--- src/rtl/i2c_bus_timer_pkg.sv ---
package i2c_bus_timer_pkg;
  localparam int CNT_W  = 8;
  localparam int PH_W   = CNT_W + 1;
  localparam int FILT_W = 3;
  localparam int OVH_BASE = 7;

  typedef enum logic [3:0] {
    ST_IDLE, ST_HELD, ST_REL, ST_SSU, ST_SHD,
    ST_BLH, ST_BLS, ST_BHI, ST_BOV, ST_PLO, ST_PSU
  } bus_state_t;

  typedef struct packed {
    logic            load;
    logic            clkMode;
    logic [PH_W-1:0] count;
  } phase_ctl_t;
endpackage

--- src/rtl/i2c_bus_timer_counter.sv ---
module i2c_bus_timer_counter
  import i2c_bus_timer_pkg::*;
(
  input  logic             clk,
  input  logic             rstN,
  input  logic [CNT_W-1:0] divide,
  input  phase_ctl_t       ctl,
  output logic             phaseEnd
);
  logic [CNT_W-1:0] preCnt;
  logic [PH_W-1:0]  tickCnt;
  logic             clkModeQ;
  logic             tickEdge;

  assign tickEdge = clkModeQ || (preCnt == '0);
  assign phaseEnd = tickEdge && (tickCnt == '0);

  always_ff @(posedge clk or negedge rstN) begin
    if (!rstN) begin
      preCnt   <= '0;
      tickCnt  <= '0;
      clkModeQ <= 1'b1;
    end else if (ctl.load) begin
      preCnt   <= divide;
      tickCnt  <= ctl.count;
      clkModeQ <= ctl.clkMode;
    end else if (!phaseEnd) begin
      if (tickEdge) begin
        tickCnt <= tickCnt - 1'b1;
        preCnt  <= divide;
      end else begin
        preCnt  <= preCnt - 1'b1;
      end
    end
  end
endmodule

--- src/rtl/i2c_bus_timer_ctrl.sv ---
module i2c_bus_timer_ctrl
  import i2c_bus_timer_pkg::*;
(
  input  logic              clk,
  input  logic              rstN,
  input  logic [CNT_W-1:0]  startSetup,
  input  logic [CNT_W-1:0]  startHold,
  input  logic [CNT_W-1:0]  stopSetup,
  input  logic [CNT_W-1:0]  dataSetup,
  input  logic [CNT_W-1:0]  dataHold,
  input  logic [CNT_W-1:0]  sclLow,
  input  logic [CNT_W-1:0]  sclHigh,
  input  logic [CNT_W-1:0]  relCount,
  input  logic [FILT_W-1:0] filterCycles,
  input  logic              reqStart,
  input  logic              reqBit,
  input  logic              reqStop,
  input  logic              bitValue,
  input  logic              sdaIn,
  input  logic              phaseEnd,
  output phase_ctl_t        ctl,
  output logic              sclOut,
  output logic              sdaOut,
  output logic              ready,
  output logic              startDone,
  output logic              bitDone,
  output logic              stopDone,
  output logic              rxBit
);
  bus_state_t state, stateN;
  logic sdaReg, sdaN, bitReg, bitN, rxN;
  logic startP, bitP, stopP;
  logic [PH_W:0]   lowDiff;
  logic [PH_W-1:0] lowRest;
  logic [PH_W-1:0] ovhCnt;

  // Remaining low time after the hold part, never shorter than setup.
  assign lowDiff = {2'b00, sclLow} - {2'b00, dataHold} - {{PH_W{1'b0}}, 1'b1};
  always_comb begin
    if (lowDiff[PH_W] || (lowDiff[PH_W-1:0] < {1'b0, dataSetup}))
      lowRest = {1'b0, dataSetup};
    else
      lowRest = lowDiff[PH_W-1:0];
  end
  assign ovhCnt = PH_W'(OVH_BASE) + PH_W'({filterCycles, 1'b0});

  function automatic phase_ctl_t ticks(input logic [PH_W-1:0] n);
    ticks = '{load: 1'b1, clkMode: 1'b0, count: n};
  endfunction

  always_comb begin
    stateN = state;
    ctl    = '0;
    sdaN   = sdaReg;
    bitN   = bitReg;
    rxN    = rxBit;
    startP = 1'b0;
    bitP   = 1'b0;
    stopP  = 1'b0;
    case (state)
      ST_IDLE: begin
        if (reqStart) begin
          stateN = ST_SSU; ctl = ticks({1'b0, startSetup});
        end else if (reqStop) begin
          stopP = 1'b1;
        end
      end
      ST_HELD: begin
        if (reqStart) begin
          stateN = ST_REL; ctl = ticks({1'b0, relCount});
        end else if (reqStop) begin
          stateN = ST_PLO; ctl = ticks({1'b0, dataHold});
        end else if (reqBit) begin
          stateN = ST_BLH; ctl = ticks({1'b0, dataHold}); bitN = bitValue;
        end
      end
      ST_REL: if (phaseEnd) begin stateN = ST_SSU; ctl = ticks({1'b0, startSetup}); end
      ST_SSU: if (phaseEnd) begin stateN = ST_SHD; ctl = ticks({1'b0, startHold}); end
      ST_SHD: if (phaseEnd) begin stateN = ST_HELD; sdaN = 1'b0; startP = 1'b1; end
      ST_BLH: if (phaseEnd) begin stateN = ST_BLS; ctl = ticks(lowRest); end
      ST_BLS: if (phaseEnd) begin stateN = ST_BHI; ctl = ticks({1'b0, sclHigh}); end
      ST_BHI: if (phaseEnd) begin
        stateN = ST_BOV;
        ctl = '{load: 1'b1, clkMode: 1'b1, count: ovhCnt};
      end
      ST_BOV: if (phaseEnd) begin
        stateN = ST_HELD; sdaN = bitReg; bitP = 1'b1; rxN = sdaIn;
      end
      ST_PLO: if (phaseEnd) begin stateN = ST_PSU; ctl = ticks({1'b0, stopSetup}); end
      ST_PSU: if (phaseEnd) begin stateN = ST_IDLE; sdaN = 1'b1; stopP = 1'b1; end
      default: stateN = ST_IDLE;
    endcase
  end

  always_ff @(posedge clk or negedge rstN) begin
    if (!rstN) begin
      state     <= ST_IDLE;
      sdaReg    <= 1'b1;
      bitReg    <= 1'b1;
      rxBit     <= 1'b1;
      startDone <= 1'b0;
      bitDone   <= 1'b0;
      stopDone  <= 1'b0;
    end else begin
      state     <= stateN;
      sdaReg    <= sdaN;
      bitReg    <= bitN;
      rxBit     <= rxN;
      startDone <= startP;
      bitDone   <= bitP;
      stopDone  <= stopP;
    end
  end

  always_comb begin
    sclOut = 1'b0;
    sdaOut = sdaReg;
    case (state)
      ST_IDLE:        begin sclOut = 1'b1; sdaOut = 1'b1; end
      ST_REL:         begin sclOut = 1'b0; sdaOut = 1'b1; end
      ST_SSU:         begin sclOut = 1'b1; sdaOut = 1'b1; end
      ST_SHD:         begin sclOut = 1'b1; sdaOut = 1'b0; end
      ST_BLS:         begin sclOut = 1'b0; sdaOut = bitReg; end
      ST_BHI, ST_BOV: begin sclOut = 1'b1; sdaOut = bitReg; end
      ST_PLO:         begin sclOut = 1'b0; sdaOut = 1'b0; end
      ST_PSU:         begin sclOut = 1'b1; sdaOut = 1'b0; end
      default:        begin sclOut = 1'b0; sdaOut = sdaReg; end
    endcase
  end

  assign ready = (state == ST_IDLE) || (state == ST_HELD);

  // SDA may fall under a high SCL only as the START hold begins.
  assert_sda_fall_is_start_R3: assert property (@(posedge clk) disable iff (!rstN)
    (sclOut && $past(sclOut) && $fell(sdaOut)) |-> (state == ST_SHD));
  assert_start_ends_low_R3: assert property (@(posedge clk) disable iff (!rstN)
    startDone |-> (!sclOut && !sdaOut));
  // SDA may rise under a high SCL only as a STOP completes.
  assert_sda_rise_is_stop_R8: assert property (@(posedge clk) disable iff (!rstN)
    (sclOut && $past(sclOut) && $rose(sdaOut)) |-> stopDone);
  assert_bit_ends_low_R6: assert property (@(posedge clk) disable iff (!rstN)
    bitDone |-> !sclOut);
  assert_pulse_onehot_R13: assert property (@(posedge clk) disable iff (!rstN)
    $onehot0({startDone, bitDone, stopDone}));
  assert_pulse_with_ready_R13: assert property (@(posedge clk) disable iff (!rstN)
    (startDone || bitDone || stopDone) |-> ready);
endmodule

--- src/rtl/i2c_bus_timer.sv ---
module i2c_bus_timer
  import i2c_bus_timer_pkg::*;
(
  input  logic              clk,
  input  logic              rstN,
  input  logic [31:0]       cfgStart,
  input  logic [31:0]       cfgData,
  input  logic [31:0]       cfgClock,
  input  logic [31:0]       cfgHold,
  input  logic [FILT_W-1:0] filterCycles,
  input  logic              reqStart,
  input  logic              reqBit,
  input  logic              reqStop,
  input  logic              bitValue,
  input  logic              sdaIn,
  output logic              sclOut,
  output logic              sdaOut,
  output logic              ready,
  output logic              startDone,
  output logic              bitDone,
  output logic              stopDone,
  output logic              rxBit
);
  phase_ctl_t ctl;
  logic       phaseEnd;
  logic       unusedCfg;

  assign unusedCfg = ^{cfgStart[7:0], cfgData[23:16], cfgClock[31:24],
                       cfgClock[15:8], cfgHold[31:8]};

  i2c_bus_timer_counter uCounter (
    .clk      (clk),
    .rstN     (rstN),
    .divide   (cfgClock[23:16]),
    .ctl      (ctl),
    .phaseEnd (phaseEnd)
  );

  i2c_bus_timer_ctrl uCtrl (
    .clk          (clk),
    .rstN         (rstN),
    .startSetup   (cfgStart[31:24]),
    .startHold    (cfgStart[23:16]),
    .stopSetup    (cfgStart[15:8]),
    .dataSetup    (cfgData[31:24]),
    .dataHold     (cfgHold[7:0]),
    .sclLow       (cfgData[15:8]),
    .sclHigh      (cfgData[7:0]),
    .relCount     (cfgClock[7:0]),
    .filterCycles (filterCycles),
    .reqStart     (reqStart),
    .reqBit       (reqBit),
    .reqStop      (reqStop),
    .bitValue     (bitValue),
    .sdaIn        (sdaIn),
    .phaseEnd     (phaseEnd),
    .ctl          (ctl),
    .sclOut       (sclOut),
    .sdaOut       (sdaOut),
    .ready        (ready),
    .startDone    (startDone),
    .bitDone      (bitDone),
    .stopDone     (stopDone),
    .rxBit        (rxBit)
  );
endmodule

--- config.mk ---
export PLATFORM = sky130hd
export DESIGN_NAME = i2c_bus_timer
export DESIGN_NICKNAME = d
export VERILOG_FILES = /design/src/rtl/i2c_bus_timer_pkg.sv /design/src/rtl/i2c_bus_timer_counter.sv /design/src/rtl/i2c_bus_timer_ctrl.sv /design/src/rtl/i2c_bus_timer.sv
export SDC_FILE = /design/constraint.sdc
export NUM_CORES = 1
export LEC_CHECK = 0
export ABC_AREA = 1
export BUFFER_PORTS_ARGS = -buffer_cell sky130_fd_sc_hd__buf_2
export CORE_ASPECT_RATIO = 0.6
export CORE_UTILIZATION = 53
export DETAILED_ROUTE_END_ITERATION = 10
export GPL_ROUTABILITY_DRIVEN = 0
export PLACE_DENSITY = 0.91
export SYNTH_ARGS = -nofsm -noshare
export SYNTH_HDL_FRONTEND = slang
export SYNTH_SLANG_ARGS = --single-unit
--- constraint.sdc ---
create_clock -name clk -period 3.5 [get_ports clk]
set_input_delay 1.05 -clock clk [delete_from_list [all_inputs] [get_ports clk]]
set_output_delay 1.05 -clock clk [all_outputs]
set_load 0.03 [all_outputs]
== Yosys cells after proc, flatten, opt, wreduce, memory -nomap -nowiden ==
Index checks and enable logic that the tools add are counted.
Storage, ports and cells
  flip-flop bits (word level): 28
  input bits: 138
  output and inout port bits: 7
Cells by class
  add/subtract/negate cells: 5
  magnitude comparators: 1
  eq/ne operators: 23
  muxes and demuxes: 43
  bitwise logic cells: 2
  reduce and logical (&&, ||, !) cells: 19
Operators with widths (number)
  $mux W11: 10
  $pmux W11 S8: 1
  $mux W4: 12
  $pmux W4 S10: 1
  $mux W9: 4
  $mux W8: 3
  $ne A2 B2 Y1 const B: 11
  $eq A4 B3 Y1 const B: 4
  $eq A4 B4 Y1 const B: 3
  $reduce_and A10 Y1: 1
  $sub A10 B1 Y10 const B: 1
  $logic_not A9 Y1: 1
  $lt A9 B8 Y1: 1
  $mux W1: 9
  $reduce_or A3 Y1: 3
  $sub A8 B8 Y9: 1
  $sub A9 B1 Y9 const B: 1
  $eq A4 B2 Y1 const B: 2
  $logic_not A8 Y1: 1
  $reduce_and A4 Y1: 2
  $sub A8 B1 Y8 const B: 1
  $pmux W1 S3: 2
  $reduce_or A6 Y1: 1
  $add A3 B4 Y5 const A: 1
  12 further kinds: 16

== Longest topological paths before layout ==
  depth in word-level cells: 9
  mapped depth: 28

== By module ==
From an unflattened synthesis, not the netlist that was laid out.
Unflattened totals
  cell total of the unflattened synthesis: 557
  area total of the unflattened synthesis: 3529.6 µm²
Modules (own cells, without submodules)
  i2c_bus_timer_ctrl: instances 1, cells an instance 358, area each 2167.1 µm², sequential area each 254.0 µm²
  i2c_bus_timer_counter: instances 1, cells an instance 199, area each 1362.6 µm², sequential area each 451.7 µm²

== Worst setup path after synthesis ==
No wires, ideal clock.
  path kind: in2reg
  start point: input cfgData[8]
  end point: register uCounter.tickCnt[0]
  library setup time: 116 ps
  arrival time: 3693 ps
  data required time: 3384 ps
  path slack: -310 ps
  stages on the path: 28
  path buffers: 0
  path through: inv_1 ha_1 inv_1 fa_1 inv_1 ha_1 inv_1 nor2_2 nand2_1 nand3_1 inv_1 nor2_1 inv_1 ha_1 nand2_1 inv_1 nand2_1 nand3_1 nand2_1 nand3_1 a21oi_1 nand2_4 nand2_4 nand2_1 nand3_1 nand2_1 nand2_1 nand2_1
Between the ends
  cells in the longest elaborated chain, start to end: 8
RTL lines
  start: declaration: line i2c_bus_timer.sv:7  | input logic [31:0] cfgData,
  $sub A8 B8 Y9 *: line i2c_bus_timer_ctrl.sv:38  | assign lowDiff = {2'b00, sclLow} - {2'b00, dataHold} - {{PH_W{1'b0}}, 1'b1};
  $sub A10 B1 Y10 *: line i2c_bus_timer_ctrl.sv:38
  $lt A9 B8 Y1: line i2c_bus_timer_ctrl.sv:40  | if (lowDiff[PH_W] || (lowDiff[PH_W-1:0] < {1'b0, dataSetup}))
  $logic_or A1 B1 Y1: line i2c_bus_timer_ctrl.sv:40
  $mux W9 *: line i2c_bus_timer_ctrl.sv:40
  $mux W11 *: line i2c_bus_timer_ctrl.sv:80  | ST_BLH: if (phaseEnd) begin stateN = ST_BLS; ctl = ticks(lowRest); end
  $pmux W11 S8 *: line i2c_bus_timer_ctrl.sv:60  | case (state)
  $mux W9 *: line i2c_bus_timer_counter.sv:23  | end else if (ctl.load) begin
  end signal: assignment: line i2c_bus_timer_counter.sv:25  | tickCnt <= ctl.count;
  end signal: assignment: line i2c_bus_timer_counter.sv:29  | tickCnt <= tickCnt - 1'b1;
  end: declaration: line i2c_bus_timer_counter.sv:11  | logic [PH_W-1:0] tickCnt;
Every way passes the cells marked *; elsewhere a longest branch is shown, timed or not.
A chain may end at the register's enable or synchronous reset.

== Worst setup path after layout ==
  start point: input cfgData[8]
  end point: register uCounter.tickCnt[6]
The elaborated chain is that of the path after synthesis.

==> impl_metrics.toml <==
[run_status]
status = "finished with violations"
violations = "setup timing"

[sta]
rsz0062_at_grt = "true"
finalCriticalPeriod_ns = 3.77
fmax_ghz = 0.265
period_share = 1.08
maxSlewHeadroom = 0.439
setup_ws_ns = -0.270
drv_slew = 0
finalHoldViolations = 0
setup_viol = 8
worst_pin_slew_ns = 0.837
clock_skew_ns = 0.00200

[global_routing]
grt-ovfl-total = 0
first_global_vias = 3803
grt_pass1_wl_um = 17200
grt_usage = 0.324
grt_max_degree = 29
antenna_found_initial = 0

[yosys]
syn_nets = 687
async_reset_ff_frac = 1.00
synth_top_area_cell = "nand2_1"
synth_common_cells = "173 x nand2_1, 72 x inv_1, 48 x nor2_1"
synth_top_area_frac = 0.196
ys_ff_latch = 28
yosysWarnings = 0
synth_area_leaders = "nand2_1 20%, dfrtp_1 18%, inv_1 8.2%, ha_1 7.6%, nand3_1 5.7%"
synth_edf_count = 0
ys_types = 48
ys_seq_area_frac = 0.213
synth_flop_cell = "dfrtp_1"
yosysMostFrequentCell = "nand2_1"
synth_area_um2 = 3310
syn_avg_cell_area_um2 = 6.27
syn_inst = 528

[routing]
drcViolationCount = 0
num_vias = 4069
routedWlPerCell_um = 14.8
drtIter0Drc = 373
vias_per_cell = 5.64
routed_wl_um = 10700
firstDrtPassIters = 6
ant_nets = 0

[floorplan]
initial_utilization = 0.572
rows = 21
ios = 145
die_w_um = 104
die_area_um2 = 6570
die_h_um = 63.2
core_area_um2 = 5780

[power]
p_sw_mw = 1.41
combPwrFrac = 0.702
p_total_mw = 2.63
p_int_mw = 1.22
p_leak_nw = 2.25
power_density_nw_per_um2 = 607
swShare = 0.537
peakVddDrop_uv = 376
clkPwrFrac = 0.077
seq_power_share = 0.221

[placed_design]
dp_hpwl_um = 8200
placed_area_um2 = 4040
portBuffers = 88

[worst_setup_path]
reg2reg_from = "uCounter.tickCnt[0]$_DFFE_PN0P_"
crit_path_end = "uCounter.tickCnt[6]$_DFFE_PN0P_"
start_kind = "input port"
crit_path_end_kind = "flip-flop"
critPathMaxStageDelay_ns = 0.43
path_max_fanout = 8
worst-r2r-setup-slack_ns = 1.01
worstPathRequired_ns = 3.68
reg2regPathDepth = 10
critPathTopFamily = "simple AND/OR/NAND/NOR gates"
path_depth = 28
criticalPathCategory = "in2reg"
crit_buf_inv = 7
r2r_end = "uCounter.tickCnt[8]$_DFFE_PN0P_"
crit_top_cell = "nand2_1"
crit_start = "cfgData[8]"
cp.arrival_ns = 3.95
slowest_stage = "fa_2"

[clock_tree]
cts_tree = "done"
clkSlewWorstSetupHoldPaths_ns = 0.10
clock_sinks = 28
htreeDepth = 1
clockBufferDepth = 2
cts_hold_buf = 0
clk-insertion-delay-late_ns = 0.28
cts_buffers = 3
clock-root-buffer = "clkbuf_8"

[finish]
area_growth_pct = 31.1
antenna_cells = 0
fillers = 442
design_area_um2 = 4340
layout.nets = 802
drive_gt1_frac = 0.333

[min_path]
holdCritPathClass = "reg2reg"

[flow_run]
maxCapViolCount = 0
==> cells by family after synthesis <==
kind of cell               Yosys count  synth area share
AOI/OAI and AO/OA                   65             0.125
xor gates and xnor gates            14            0.0371
adders and majority gates           21            0.0817
buffers and inverters               89             0.112
DFF                                 28             0.213
muxes                                1           0.00340
and+or+nand+nor                    310             0.427
==> layout by cell type, fill, tap and decap left out, drive strengths merged <==
master	instances
clkinv	2
nor2	60
or3	1
buf	116
a21oi	18
nand4	14
clkbuf	4
o31ai	1
inv	80
o21ai	18
xor2	8
xnor2	6
nand3b	1
o22ai	4
fa	1
o211ai	9
a221oi	3
a41oi	2
mux2	1
a211oi	2
o41ai	3
nand3	40
and2	1
nor3	10
dfrtp	24
ha	20
nand2	184
dfstp	4
a22oi	3
o2111ai	2
==> power groups by stage <==
stage / combinational (mW) / sequential, mW / clock [mW]
CTS: 1.74 / 0.574 / 0.201
global route: 2.02 / 0.595 / 0.218
global placement: 1.62 / 0.571 / 0
floorplan: 1.29 / 0.557 / 0
finish: 1.85 / 0.582 / 0.203
detailed placement: 1.69 / 0.578 / 0
==> stage by stage <==
stage                     instances  TNS [ns]  utilization  worst slack (ns)  hold WS [ns]
after floorplan                 528     -1.57            -            -0.205         0.442
after global placement          714     -4.93        0.699            -0.654         0.454
after detailed placement        714     -5.86        0.699            -0.760         0.473
after CTS                       720     -1.15        0.735            -0.167         0.487
after global routing            722     -3.03        0.750            -0.399         0.495
final                           722     -1.98        0.750            -0.270         0.492
==> tightest hold or removal path, cell delays in order (launching register included) <==
cell     delay [ns]
dfstp_2        0.38
nand2_1        0.06
nand2_1        0.05
==> metal layers <==
metal  up-vias  routed length, µm  GRT usage
met5         -                  0          0
met4         0                278     0.0768
met3        38               1160     0.0611
met2       244               4760      0.540
met1      1841               4500      0.435
li1       1946                  -          -
==> timing repair <==
| item | in CTS | in global routing |
|---|---|---|
| endpoints found under the hold margin | 0 | 0 |
| buffers inserted | 1 | 2 |
| pin swaps | 14 | 16 |
| cloned | 1 | 0 |
| setup endpoints to repair | 8 | 8 |
| resized for setup | 33 | 23 |
==> worst min path at each step <==
stage                                        from  slack [ns]                       endpoint  cells past startpoint
floorplan           uCounter.clkModeQ$_DFFE_PN1P_        0.44  uCounter.clkModeQ$_DFFE_PN1P_                      2
finish              uCounter.clkModeQ$_DFFE_PN1P_        0.49  uCounter.clkModeQ$_DFFE_PN1P_                      2
CTS                 uCounter.clkModeQ$_DFFE_PN1P_        0.49  uCounter.clkModeQ$_DFFE_PN1P_                      2
global placement    uCounter.clkModeQ$_DFFE_PN1P_        0.45  uCounter.clkModeQ$_DFFE_PN1P_                      2
detailed placement  uCounter.clkModeQ$_DFFE_PN1P_        0.47  uCounter.clkModeQ$_DFFE_PN1P_                      2
global route        uCounter.clkModeQ$_DFFE_PN1P_        0.49  uCounter.clkModeQ$_DFFE_PN1P_                      2
==> registers in the layout (all words and copies together), names as in the netlist <==
name               flops
uCtrl.startDone        1
uCounter.preCnt        8
uCounter.tickCnt       9
uCtrl.rxBit            1
uCtrl.sdaReg           1
uCtrl.stopDone         1
uCtrl.bitDone          1
uCtrl.state            4
uCounter.clkModeQ      1
uCtrl.bitReg           1
==> final cells by class <==
cell class	instances	area (µm²)	share of cell area
multi-input cells	412	2470	0.569
inverters	82	338	0.0779
repair buffers	116	671	0.155
clock buffers	4	55.1	0.0127
well taps	80	100	0.0231
flip-flops and latches	28	706	0.163
Power figures use the tool's default switching activity.
